$ cat src/rtl/fsb_pkg.sv
package fsb_pkg;
  typedef enum logic [1:0] {
    ST_IDLE = 2'd0,
    ST_BUSY = 2'd1,
    ST_DONE = 2'd2
  } fsb_state_e;
endpackage

$ cat src/rtl/fsb_rst_sync.sv
module fsb_rst_sync (
  input  logic clk,
  input  logic rst_n,
  output logic rst_sync_n
);
  logic [1:0] sync_q;

  always_ff @(posedge clk or negedge rst_n) begin
    if (!rst_n) sync_q <= 2'b00;
    else        sync_q <= {sync_q[0], 1'b1};
  end

  assign rst_sync_n = sync_q[1];
endmodule

$ cat src/rtl/fsb_decoder.sv
module fsb_decoder #(
  parameter int ADDR_W  = 16,
  parameter int NUM_SLV = 3,
  parameter logic [NUM_SLV*ADDR_W-1:0]     REG_BASE = '0,
  parameter logic [NUM_SLV*(ADDR_W+1)-1:0] REG_SIZE = '0
) (
  input  logic [ADDR_W-1:0]  addr,
  output logic [NUM_SLV-1:0] hit,
  output logic               miss
);
  for (genvar i = 0; i < NUM_SLV; i++) begin : g_win
    localparam logic [ADDR_W:0] LO = {1'b0, REG_BASE[i*ADDR_W +: ADDR_W]};
    localparam logic [ADDR_W:0] HI = LO + REG_SIZE[i*(ADDR_W+1) +: (ADDR_W+1)];
    logic [ADDR_W:0] a_ext;
    assign a_ext  = {1'b0, addr};
    assign hit[i] = (a_ext >= LO) && (a_ext < HI);
  end

  assign miss = ~|hit;
endmodule

$ cat src/rtl/fsb_ctrl.sv
module fsb_ctrl
  import fsb_pkg::*;
#(
  parameter int TIMEOUT = 16
) (
  input  logic clk,
  input  logic rst_n,
  input  logic req,
  input  logic miss,
  input  logic ack_hit,
  output logic busy,
  output logic finish,
  output logic finish_err
);
  localparam int CW = (TIMEOUT > 2) ? $clog2(TIMEOUT) : 1;
  localparam logic [CW-1:0] CNT_LAST = CW'(TIMEOUT - 1);

  fsb_state_e    state_q, state_d;
  logic [CW-1:0] cnt_q, cnt_d;
  logic          cnt_en;

  always_comb begin
    state_d    = state_q;
    cnt_d      = cnt_q;
    cnt_en     = 1'b0;
    finish     = 1'b0;
    finish_err = 1'b0;
    unique case (state_q)
      ST_IDLE: begin
        if (req) begin
          state_d = ST_BUSY;
          cnt_en  = 1'b1;
          cnt_d   = '0;
        end
      end
      ST_BUSY: begin
        if (miss) begin
          if (cnt_q == CNT_LAST) begin
            finish     = 1'b1;
            finish_err = 1'b1;
            state_d    = ST_DONE;
          end else begin
            cnt_en = 1'b1;
            cnt_d  = cnt_q + 1'b1;
          end
        end else if (ack_hit) begin
          finish  = 1'b1;
          state_d = ST_DONE;
        end
      end
      ST_DONE: state_d = ST_IDLE;
      default: state_d = ST_IDLE;
    endcase
  end

  always_ff @(posedge clk or negedge rst_n) begin
    if (!rst_n) state_q <= ST_IDLE;
    else        state_q <= state_d;
  end

  always_ff @(posedge clk or negedge rst_n) begin
    if (!rst_n)      cnt_q <= '0;
    else if (cnt_en) cnt_q <= cnt_d;
  end

  assign busy = (state_q == ST_BUSY);
endmodule

$ cat src/rtl/fsb_resp.sv
module fsb_resp #(
  parameter int DATA_W  = 32,
  parameter int NUM_SLV = 3
) (
  input  logic                      clk,
  input  logic                      rst_n,
  input  logic                      finish,
  input  logic                      finish_err,
  input  logic                      write,
  input  logic [NUM_SLV-1:0]        hit,
  input  logic [NUM_SLV*DATA_W-1:0] slv_rdata,
  output logic                      done,
  output logic                      err,
  output logic [DATA_W-1:0]         rdata
);
  logic [DATA_W-1:0] mux;
  logic [DATA_W-1:0] rdata_d;
  logic              rd_en;
  logic              err_d;

  always_comb begin
    mux = '0;
    for (int i = 0; i < NUM_SLV; i++) begin
      if (hit[i]) mux = slv_rdata[i*DATA_W +: DATA_W];
    end
  end

  assign err_d   = finish & finish_err;
  assign rdata_d = (finish && !finish_err && !write) ? mux : '0;
  assign rd_en   = finish | done;

  always_ff @(posedge clk or negedge rst_n) begin
    if (!rst_n) begin
      done <= 1'b0;
      err  <= 1'b0;
    end else begin
      done <= finish;
      err  <= err_d;
    end
  end

  always_ff @(posedge clk or negedge rst_n) begin
    if (!rst_n)     rdata <= '0;
    else if (rd_en) rdata <= rdata_d;
  end
endmodule

$ cat src/rtl/fsb_top.sv
module fsb_top #(
  parameter int ADDR_W  = 16,
  parameter int DATA_W  = 32,
  parameter int NUM_SLV = 3,
  parameter logic [NUM_SLV*ADDR_W-1:0]     REG_BASE = {16'h8000, 16'h1000, 16'h0000},
  parameter logic [NUM_SLV*(ADDR_W+1)-1:0] REG_SIZE = {17'h00100, 17'h01000, 17'h00400},
  parameter int HOLE_TIMEOUT = 16
) (
  input  logic                      clk,
  input  logic                      rst_n,
  input  logic                      m_req,
  input  logic                      m_write,
  input  logic [ADDR_W-1:0]         m_addr,
  input  logic [DATA_W-1:0]         m_wdata,
  output logic                      m_done,
  output logic                      m_err,
  output logic [DATA_W-1:0]         m_rdata,
  output logic [NUM_SLV-1:0]        slv_sel,
  output logic                      slv_write,
  output logic [ADDR_W-1:0]         slv_addr,
  output logic [DATA_W-1:0]         slv_wdata,
  input  logic [NUM_SLV-1:0]        slv_ack,
  input  logic [NUM_SLV*DATA_W-1:0] slv_rdata
);
  logic               rst_sync_n;
  logic [NUM_SLV-1:0] hit;
  logic               miss;
  logic               busy;
  logic               finish;
  logic               finish_err;
  logic               ack_hit;

  fsb_rst_sync u_rst (
    .clk        (clk),
    .rst_n      (rst_n),
    .rst_sync_n (rst_sync_n)
  );

  fsb_decoder #(
    .ADDR_W   (ADDR_W),
    .NUM_SLV  (NUM_SLV),
    .REG_BASE (REG_BASE),
    .REG_SIZE (REG_SIZE)
  ) u_dec (
    .addr (m_addr),
    .hit  (hit),
    .miss (miss)
  );

  assign slv_sel   = hit & {NUM_SLV{busy}};
  assign ack_hit   = |(slv_sel & slv_ack);
  assign slv_write = m_write;
  assign slv_addr  = m_addr;
  assign slv_wdata = m_wdata;

  fsb_ctrl #(
    .TIMEOUT (HOLE_TIMEOUT)
  ) u_ctrl (
    .clk        (clk),
    .rst_n      (rst_sync_n),
    .req        (m_req),
    .miss       (miss),
    .ack_hit    (ack_hit),
    .busy       (busy),
    .finish     (finish),
    .finish_err (finish_err)
  );

  fsb_resp #(
    .DATA_W  (DATA_W),
    .NUM_SLV (NUM_SLV)
  ) u_resp (
    .clk        (clk),
    .rst_n      (rst_sync_n),
    .finish     (finish),
    .finish_err (finish_err),
    .write      (m_write),
    .hit        (hit),
    .slv_rdata  (slv_rdata),
    .done       (m_done),
    .err        (m_err),
    .rdata      (m_rdata)
  );
endmodule

$ cat config.mk
export PLATFORM = sky130hd
export DESIGN_NAME = fsb_top
export DESIGN_NICKNAME = d
export VERILOG_FILES = /design/src/rtl/fsb_pkg.sv /design/src/rtl/fsb_rst_sync.sv /design/src/rtl/fsb_decoder.sv /design/src/rtl/fsb_ctrl.sv /design/src/rtl/fsb_resp.sv /design/src/rtl/fsb_top.sv
export SDC_FILE = /design/constraint.sdc
export NUM_CORES = 1
export LEC_CHECK = 0
export ABC_AREA = 1
export BUFFER_PORTS_ARGS = -buffer_cell sky130_fd_sc_hd__buf_4
export CAP_MARGIN = 40
export CORE_AREA = 3 3 92 94
export CTS_BUF_LIST = sky130_fd_sc_hd__clkbuf_16
export DETAILED_ROUTE_END_ITERATION = 10
export DIE_AREA = 0 0 95 97
export PLACE_DENSITY = 0.82
export SYNTH_ARGS = -nofsm -noshare
export SYNTH_HDL_FRONTEND = slang
export SYNTH_SLANG_ARGS = --single-unit
$ cat constraint.sdc
create_clock -name clk -period 2.65 [get_ports clk]
set_clock_uncertainty 0.15 [all_clocks]
set_input_delay 0.1325 -clock clk [delete_from_list [all_inputs] [get_ports clk]]
set_output_delay 0.1325 -clock clk [all_outputs]
set_load 0.01 [all_outputs]
* Word level (Yosys, flattened, before mapping)
Index checks and enable logic that the tools add are counted.
** Storage, ports and cells
- Input port bits :: 151
- Register bits :: 42
- Output and inout port bits :: 86
** Cells by class
- Add/subtract/negate cells :: 1
- Reductions and logical operators :: 13
- $lt $le $gt $ge :: 6
- Mux-type cells :: 23
- Bitwise logic cells :: 4
- Equal/unequal tests :: 7
** Operator list (count)
- two-way mux 32 bit :: 4
- >= comparator 16 x 1 -> 1 bit (second input constant) :: 1
- >= comparator 16 x 13 -> 1 bit (second input constant) :: 1
- >= comparator 16 bit (second input constant) :: 1
- less-than comparator 16 x 11 -> 1 bit (second input constant) :: 1
- less-than comparator 16 x 14 -> 1 bit (second input constant) :: 1
- less-than comparator 16 bit (second input constant) :: 1
- two-way mux 4 bit :: 3
- two-way mux 1 bit :: 9
- two-way mux 2 bit :: 4
- case mux 4 bit (2 select lines) :: 1
- AND 3 bit :: 2
- inequality test 2 bit (second input constant) :: 3
- OR reduction 3 bit :: 2
- logical AND 1 bit :: 5
- AND reduction 5 bit :: 1
- adder 4 x 1 -> 4 bit (second input constant) :: 1
- == test 4 bit (second input constant) :: 1
- case mux 2 bit (2 select lines) :: 1
- inequality test 3 x 1 -> 1 bit (second input constant) :: 1
- inequality test 3 bit (second input constant) :: 1
- AND reduction 3 bit :: 1
- == test 2 x 1 -> 1 bit (second input constant) :: 1
- zero test 1 bit :: 2
- 5 further kinds :: 5

* Depth between registers and ports, before layout
Gate-level depths: netlist of the first run.
- Depth in word-level cells :: 11
- Mapped depth :: 12
- Gate-level depth less buffers :: 11

* Cells and area by module
From an unflattened synthesis of the first run, not the netlist that was laid out.
** Second synthesis, totals
- Cells, all modules :: 443
- Area total of the unflattened synthesis :: 3099.2 sq um
** Modules (own cells, without submodules)
- fsb_resp :: area an instance 2195.9 sq um, cells an instance 321, seq. area each 850.8 sq um, instances 1
- fsb_top :: area an instance 410.4 sq um, cells an instance 59, seq. area each 0.0 sq um, instances 1
- fsb_ctrl :: area an instance 375.4 sq um, cells an instance 45, seq. area each 150.1 sq um, instances 1
- fsb_decoder :: area an instance 63.8 sq um, cells an instance 15, seq. area each 0.0 sq um, instances 1
- fsb_rst_sync :: area an instance 53.8 sq um, cells an instance 3, seq. area each 50.0 sq um, instances 1

* Least setup slack after synthesis of the first run
No wires, ideal clock.
- Kind :: flip-flop to flip-flop
- Start :: reg u_ctrl.state_q[1]
- End :: reg u_resp.rdata[15]
- Library setup time :: 66 ps
- Arrival time :: 1454 ps
- Cell stages (with the launch flop) :: 9
- Period minus slack after synthesis :: 1670 ps
- Data required time :: 2434 ps
- Setup slack :: 980 ps
- Cells stage by stage :: dfrtp_1 -> nor2_8 -> inv_2 -> nor2_1 -> a21oi_1 -> a21oi_4 -> buf_4 -> nand2_1 -> nand2_1
** Between the ends
- Longest elaborated chain between the ends :: 10
- Elaborated cells on any way between the ends :: 13
- Classes of those cells :: eq/ne (1); mux (5); bitwise (3); reduce/logical (4)
** RTL lines
- from (decl) :: line fsb_ctrl.sv:18 : fsb_state_e state_q, state_d;
- from (signal assigned) :: line fsb_ctrl.sv:58 : else state_q <= state_d;
- == test 2 x 1 -> 1 bit * :: line fsb_ctrl.sv:66 : assign busy = (state_q == ST_BUSY);
- AND 3 bit * :: line fsb_top.sv:50 : assign slv_sel = hit & {NUM_SLV{busy}};
- named net slv_sel[0] :: line fsb_top.sv:18 : output logic [NUM_SLV-1:0] slv_sel,
- AND 3 bit * :: line fsb_top.sv:51 : assign ack_hit = |(slv_sel & slv_ack);
- OR reduction 3 bit * :: line fsb_top.sv:51
- two-way mux 1 bit * :: line fsb_ctrl.sv:46 : end else if (ack_hit) begin
- two-way mux 1 bit * :: line fsb_ctrl.sv:37 : if (miss) begin
- two-way mux 1 bit * :: line fsb_ctrl.sv:28 : unique case (state_q)
- logical AND 1 bit (2 in a row) :: line fsb_resp.sv:29 : assign rdata_d = (finish && !finish_err && !write) ? mux : '0;
- two-way mux 32 bit :: line fsb_resp.sv:29
- to (signal assigned) :: line fsb_resp.sv:44 : else if (rd_en) rdata <= rdata_d;
- to (decl) :: line fsb_resp.sv:14 : output logic [DATA_W-1:0] rdata
Mark *: on every way through the listed nets, which the timed path passes. The rest lies on a longest branch.
A chain may end at the register's enable or synchronous reset.

* Worst setup path after layout of the first run
- Start :: reg u_ctrl.state_q[1]
- End :: reg u_resp.rdata[13]
** Between the ends
- Longest elaborated chain between the ends :: 10
- Elaborated cells on any way between the ends :: 13
- Classes of those cells :: eq/ne (1); mux (5); bitwise (3); reduce/logical (4)
** RTL lines (line)
- == test 2 x 1 -> 1 bit * :: fsb_ctrl.sv:28, fsb_ctrl.sv:66
- AND 3 bit :: fsb_top.sv:50
- AND 3 bit :: fsb_top.sv:51
- OR reduction 3 bit :: fsb_top.sv:51
- two-way mux 1 bit :: fsb_ctrl.sv:46
- two-way mux 1 bit :: fsb_ctrl.sv:37
- two-way mux 1 bit :: fsb_ctrl.sv:28
- logical AND 1 bit (2 in a row) :: fsb_resp.sv:29
- two-way mux 32 bit :: fsb_resp.sv:29
Every way passes the cells marked *; elsewhere a longest branch is shown, timed or not.

==> impl_metrics.toml, run 1 <==
[power]
vdd.ir_drop.worst_uv = 221.9
p_per_area_nw_per_um2 = 444.5
p_sw_frac = 0.2921
cellInternalPower_mw = 1.248
clkPwrFrac = 0.324
power.static_leakage_nw = 2.182
total_power_mw = 1.762
power.switching_mw = 0.5149
combinational_share_of_power = 0.257
power.share.sequential = 0.418

[worst_setup_path]
cp.arrival_ns = 2.17
endpoint_kind = "register"
timing.critical_path.required_ns = 2.66
criticalPathCategory = "reg -> reg"
crit_path_max_incr_delay_ns = 0.45
worst-path-max-fanout = 34
worst_setup_path_start_kind = "register"
cp_cell_sequence = "nor2_8 > inv_2 > nor3b_2 > nor2_1 > nand2_2 > nand3_4 > nand3_1 > nand2_1"
critical_path.slowest_cell = "nand3_4"

[yosys]
synthDistinctLibCells = 27
mappedNetlistArea_sq_um = 2919
postSynthNetCount = 525
sequential_element_share_of_the_synthesized_area = 0.3601
netlist.top_cell.by_area = "dfrtp_1"
syn_area_per_cell_sq_um = 7.826
synth_top_area_frac = 0.3601
number_of_synthesized_register_bits = 42
postSynthCellCount = 373
synth_area_leaders = "dfrtp_1, nand2_1, buf_4"
synthesis.yosys.warnings = 0

[sta]
total_count_of_max_transition_violations_in_the_final_report = 0
finalWorstSetupSlack_ns = 0.4846
fmaxAchievable_ghz = 0.4618
final_hold_slack_ns = 0.006253
rsz0062_at_grt = "no"
max-slew-margin-rel = 0.4460
min_period_over_period = 0.8171
final-setup-viol-count = 0
timing.final.crit_period_ns = 2.165
worst-slew-pin-transition_ns = 0.8310
final_hold_viol_count = 0
fin_tns_setup_ns = 0

[final_layout]
final_core_util = 0.5131
number_of_fill_cells_in_the_layout = 741
seqCellArea_sq_um = 1052
number_of_nets_in_the_finished_design = 628
layout_cells_sized_above_1 = 0.4444
area_delta_synth_final_pct = 35.83
insertedDiodeCount = 0
multi_input_area_sq_um = 1340

[floorplanning]
die_h_microns = 97
number_of_top_level_pins = 237
core_area_sq_um = 7727
die_area_sq_um = 9215
initial_core_util = 0.3778
die_w_microns = 95
rows = 32

[clocking]
cts_inserted_buffers = 5
htree_num_levels = 2
clk_latency_ns = 0.27
clk_transition_reported_paths_ns = 0.06
ctsResizeCount = 0
cts_root_buffer = "clkbuf_16"
cts_tree = "yes"
postCtsSetupRepairBufs = 0
cts-root-to-sink-buffers = 2
numClockSinks = 42

[detailed_routing]
dr_total_vias = 2834
routedWlPerCell_microns = 14.73
vias_per_cell = 4.895
finalWirelength_microns = 8530
drt_first_iter_violations = 57
first_pass_iters = 5
detail_route.drc_violations = 0
number_of_nets_still_failing_antenna_checks_after_routing = 0

[global_routing]
maximum_number_of_pins_on_one_net_before_global_route_repair = 35
vias_in_the_first_global_route = 2918
grt_overflow = 0
gr-usage-all-layers = 0.1823
antenna_found_initial = 0
grt_first_pass_wirelength_microns = 13480

[place]
quantity_of_i_o_buffers_inserted_on_ports = 156
pre_cts_slack_ns = 0.4860
place_congestion = 0.8503
hpwl_microns = 6478

[run]
drv.max_cap_violation_count = 0

[worst_hold_path]
path_class_of_the_lowest_slack_min_delay_path = "in -> reg"

[outcome]
outcome = "finished clean"
## repair_timing
action                                  in CTS  in global routing
endpoints found under the hold margin        4                  0
endpoints found under the setup margin       0                  0
hold buffers                                 3                  0
## logic make-up after synthesis
family,Yosys count,share of synthesized area
other,1,0.001285
and+or+nand+nor,207,0.3523
buffers and inverters,82,0.1809
AOI/OAI and AO/OA,39,0.09816
DFF,42,0.3601
xor gates and xnor gates,1,0.003001
adders and majority gates,1,0.004286
## per-stage QoR
step / cell area [sq um] / cells
3_3_place_gp: 3770 / 567
3_5_place_dp: 3797 / 568
4_1_cts: 3965 / 579
2_1_floorplan: 2919 / 373
6_report: 3965 / 579
5_1_grt: 3965 / 579
## per-layer routing
| layer | track usage | routed length [microns] | vias up |
|---|---|---|---|
| met1 | 0.1988 | 3156 | 1311 |
| met3 | 0.04743 | 653 | 26 |
| li1 | - | - | 1367 |
| met4 | 0.06992 | 249 | 0 |
| met5 | 0 | 0 | - |
| met2 | 0.3297 | 4470 | 130 |
## state kept, by name (all words and copies together), names as in the netlist
signal	flops
u_ctrl.cnt_q	4
u_ctrl.state_q	2
u_resp.done	1
u_resp.err	1
u_resp.rdata	32
u_rst.sync_q	2
## worst paths after layout
path,start,endpoint,slack [ns],depth (start not counted)
setup / recovery,u_ctrl.state_q[1],u_resp.rdata[13],0.48,8
hold / removal,slv_rdata[20],u_resp.rdata[20],0.006,5
setup reg to reg,u_ctrl.state_q[1],u_resp.rdata[13],0.48,8
hold reg to reg,u_rst.sync_q[1],u_resp.rdata[27],0.07,0
max in group asynchronous,u_rst.sync_q[1],u_resp.rdata[13],1.81,1
min in group asynchronous,rst_n,u_rst.sync_q[0],0.02,2
## cells in the mapped netlist
cell / instances
a21oi_1: 2
a21oi_4: 1
a22oi_1: 32
buf_1: 2
buf_2: 2
buf_4: 52
buf_6: 3
clkbuf_1: 8
conb_1: 1
dfrtp_1: 42
ha_1: 1
inv_1: 11
inv_2: 4
nand2_1: 144
nand2_2: 2
nand3_1: 11
nand3_2: 28
nand3_4: 1
nor2_1: 11
nor2_2: 6
nor2_8: 1
nor3_1: 1
nor3b_2: 1
nor4_1: 1
o21ai_0: 3
o21ai_1: 1
xor2_1: 1
## final cells by class
cell class | count | area share
flip-flops and latches | 42 | 0.2654
clock buffers | 5 | 0.03156
inverters | 15 | 0.01420
well taps | 102 | 0.03219
repair buffers | 163 | 0.3156
clock inverters | 3 | 0.003156
multi-input cells | 249 | 0.3380
## cells in the final DEF (no fill, tap or decap)
cell type / instances
nand3_4: 1
buf_16: 1
nor4_1: 1
buf_4: 159
ha_1: 1
nand2_2: 2
nor2_2: 6
nand3_2: 28
nor3b_2: 1
conb_1: 1
o21ai_1: 1
nor2_8: 1
a21oi_1: 2
dfrtp_2: 1
inv_1: 11
nor2_1: 11
clkbuf_16: 5
a22oi_1: 32
nand3_1: 11
o21ai_0: 3
inv_2: 5
nor3_1: 1
clkinv_1: 1
xor2_1: 1
a21oi_4: 1
dfrtp_1: 41
clkinv_2: 1
nand2_1: 144
dlygate4sd3_1: 3
## power groups by stage
stage,sequential [mW],combinational (mW),clock [mW]
final,0.737,0.454,0.572
after detailed placement,0.746,0.454,0
after CTS,0.736,0.457,0.599
after floorplan,0.747,0.313,0
after global routing,0.743,0.511,0.623
after global placement,0.750,0.422,0
## worst max-delay path, delay by kind of cell (launching register included)
kind	cells	cell delay, ns
and+or+nand+nor	7	1.34
DFF	1	0.44
buffers and inverters	1	0.09
No activity file was read; power rests on OpenSTA's default activity.
==> run 2: changes to the inputs <==
--- a/config.mk
+++ b/config.mk
@@ -8,11 +8,11 @@
 export ABC_AREA = 1
 export BUFFER_PORTS_ARGS = -buffer_cell sky130_fd_sc_hd__buf_4
 export CAP_MARGIN = 40
-export CORE_AREA = 3 3 92 94
+export CORE_MARGIN = 3
+export CORE_UTILIZATION = 36
 export CTS_BUF_LIST = sky130_fd_sc_hd__clkbuf_16
 export DETAILED_ROUTE_END_ITERATION = 10
-export DIE_AREA = 0 0 95 97
-export PLACE_DENSITY = 0.82
+export PLACE_DENSITY = 0.83
 export SYNTH_ARGS = -nofsm -noshare
 export SYNTH_HDL_FRONTEND = slang
 export SYNTH_SLANG_ARGS = --single-unit
==> constraint.sdc (replaced) <==
create_clock -name clk -period 1.9 [get_ports clk]
set_clock_uncertainty 0.15 [all_clocks]
set_input_delay 0.095 -clock clk [delete_from_list [all_inputs] [get_ports clk]]
set_output_delay 0.095 -clock clk [all_outputs]
set_load 0.01 [all_outputs]
==> impl_metrics.toml, run 2 (synthesized netlist as in run 1, its figures left out) <==
[outcome]
outcome = "finished clean"

[power]
p_sw_frac = 0.2722
power.share.sequential = 0.382
combinational_share_of_power = 0.274
clkPwrFrac = 0.344
p_per_area_nw_per_um2 = 579.0
power.static_leakage_nw = 2.533
cellInternalPower_mw = 1.959
power.switching_mw = 0.7326
total_power_mw = 2.691
vdd.ir_drop.worst_uv = 447.8

[clocking]
cts_root_buffer = "clkbuf_16"
clk_latency_ns = 0.28
numClockSinks = 42
cts_inserted_buffers = 5
htree_num_levels = 2
cts-root-to-sink-buffers = 2
clk_transition_reported_paths_ns = 0.06
cts_tree = "yes"

[detailed_routing]
vias_per_cell = 4.797
met1_length_microns = 3384
drt_first_iter_violations = 73
detail_route.drc_violations = 0
dr_total_vias = 3075
routedWlPerCell_microns = 15.34
route.top_layer_used = "met4"
finalWirelength_microns = 9831
number_of_nets_still_failing_antenna_checks_after_routing = 0
first_pass_iters = 4
met3_length_microns = 862
met2RoutedLength_microns = 5312

[global_routing]
grt_overflow = 0
gr-usage-all-layers = 0.1995
vias_in_the_first_global_route = 3040
maximum_number_of_pins_on_one_net_before_global_route_repair = 33
grt_first_pass_wirelength_microns = 14170
antenna_found_initial = 0

[worst_setup_path]
crit-reg2reg-launch = "u_ctrl.state_q[0]"
endpoint_kind = "register"
worst_setup_path_start_kind = "register"
rrSetupSlack_ns = 0.13
timing.reg2reg.worst_path_depth = 10
worst-path-max-fanout = 16
timing.critical_path.required_ns = 1.91
regToRegEndpoint = "u_resp.rdata[3]"
criticalPathCategory = "reg -> reg"
cp.arrival_ns = 1.78

[sta]
rsz0062_at_grt = "no"
min_period_over_period = 0.9298
final-setup-viol-count = 0
fmaxAchievable_ghz = 0.5661
total_count_of_max_transition_violations_in_the_final_report = 0
final_hold_viol_count = 0
timing.final.crit_period_ns = 1.767
finalWorstSetupSlack_ns = 0.1334
fin_tns_setup_ns = 0

[final_layout]
number_of_fill_cells_in_the_layout = 683
number_of_nets_in_the_finished_design = 690
final_core_util = 0.5954
layout_cells_sized_above_1 = 0.4007
largest_registers_in_the_final_layout = "u_resp.rdata (32), u_ctrl.cnt_q (4)"
multi_input_area_sq_um = 1340
final_cell_area_sq_um = 4648
area_delta_synth_final_pct = 59.24
insertedDiodeCount = 0
seqCellArea_sq_um = 1052
layout_commonest_cell = "buf_4"
largest_register = "u_resp.rdata"
largest_reg_flops = 32
final_cell_mix = "buf_4, nand2_1, dlygate4sd3_1, dfrtp_1, a22oi_1"

[place]
hpwl_microns = 7007
pre_cts_slack_ns = 0.09217
place_congestion = 0.8589
postPlaceCellArea_sq_um = 3877
quantity_of_i_o_buffers_inserted_on_ports = 156

[worst_hold_path]
path_class_of_the_lowest_slack_min_delay_path = "in -> reg"
hp-start = "slv_rdata[90]"
hold-path-cell-count = 5
min_delay_worst_endpoint = "u_resp.rdata[26]"

[floorplanning]
core_area_sq_um = 7807
die_area_sq_um = 9225
number_of_top_level_pins = 237
die_w_microns = 96.05
initial_core_util = 0.3739
rows = 32
die_h_microns = 96.05

[run]
drv.max_cap_violation_count = 0
run 2: per-stage QoR:
step / std cells / hold slack (ns)
floorplan: 373 / -0.3506
CTS: 641 / 0.0005203
global route: 641 / 0.01295
global placement: 573 / -0.2716
finish: 641 / 0.004363
detailed placement: 573 / -0.2719
run 2: per-layer routing:
layer,global-route usage,vias to the layer above
met5,0,-
met4,0.06754,0
met3,0.05942,30
met2,0.4025,158
met1,0.1854,1397
li1,-,1490
run 2: worst max-delay path by stage:
stage          slack [ns]          endpoint              start
2_1_floorplan        0.23  u_resp.rdata[15]  u_ctrl.state_q[1]
3_3_place_gp         0.16  u_resp.rdata[13]  u_ctrl.state_q[1]
3_5_place_dp         0.09  u_resp.rdata[11]  u_ctrl.state_q[1]
4_1_cts              0.06   u_resp.rdata[3]  u_ctrl.state_q[1]
5_1_grt             0.006  u_resp.rdata[14]  u_ctrl.state_q[0]
6_report             0.13   u_resp.rdata[3]  u_ctrl.state_q[0]
run 2: area by class of cell:
| class | instances | area share |
|---|---|---|
| inverters | 15 | 0.01211 |
| repair buffers | 225 | 0.4108 |
| flip-flops and latches | 42 | 0.2264 |
| multi-input cells | 249 | 0.2883 |
| well taps | 102 | 0.02746 |
| clock buffers | 5 | 0.02692 |
| clock inverters | 3 | 0.008075 |
run 2: repair_timing:
action	4_1_cts	5_1_grt
setup endpoints to repair	0	17
gates resized for setup	0	2
buffers inserted	0	0
hold buffers	60	0
hold endpoints to repair	34	0
run 2: power by group through the flow:
stage | Sequential [mW] | Combinational [mW] | Clock, mW
after floorplan | 1.04 | 0.436 | 0
after global placement | 1.04 | 0.624 | 0
after detailed placement | 1.04 | 0.651 | 0
after CTS | 1.03 | 0.730 | 0.960
after global routing | 1.04 | 0.805 | 0.991
final | 1.03 | 0.738 | 0.926
run 2: critical path, cell delays in order (launching register included):
cell and delay (ns):
dfrtp_1 0.34, inv_1 0.09, nor2_8 0.18, inv_2 0.09, nor3b_2 0.21, nor2_1 0.08
nand2_2 0.11, nand3_4 0.09, buf_6 0.19, nand3_2 0.07, nand2_1 0.05
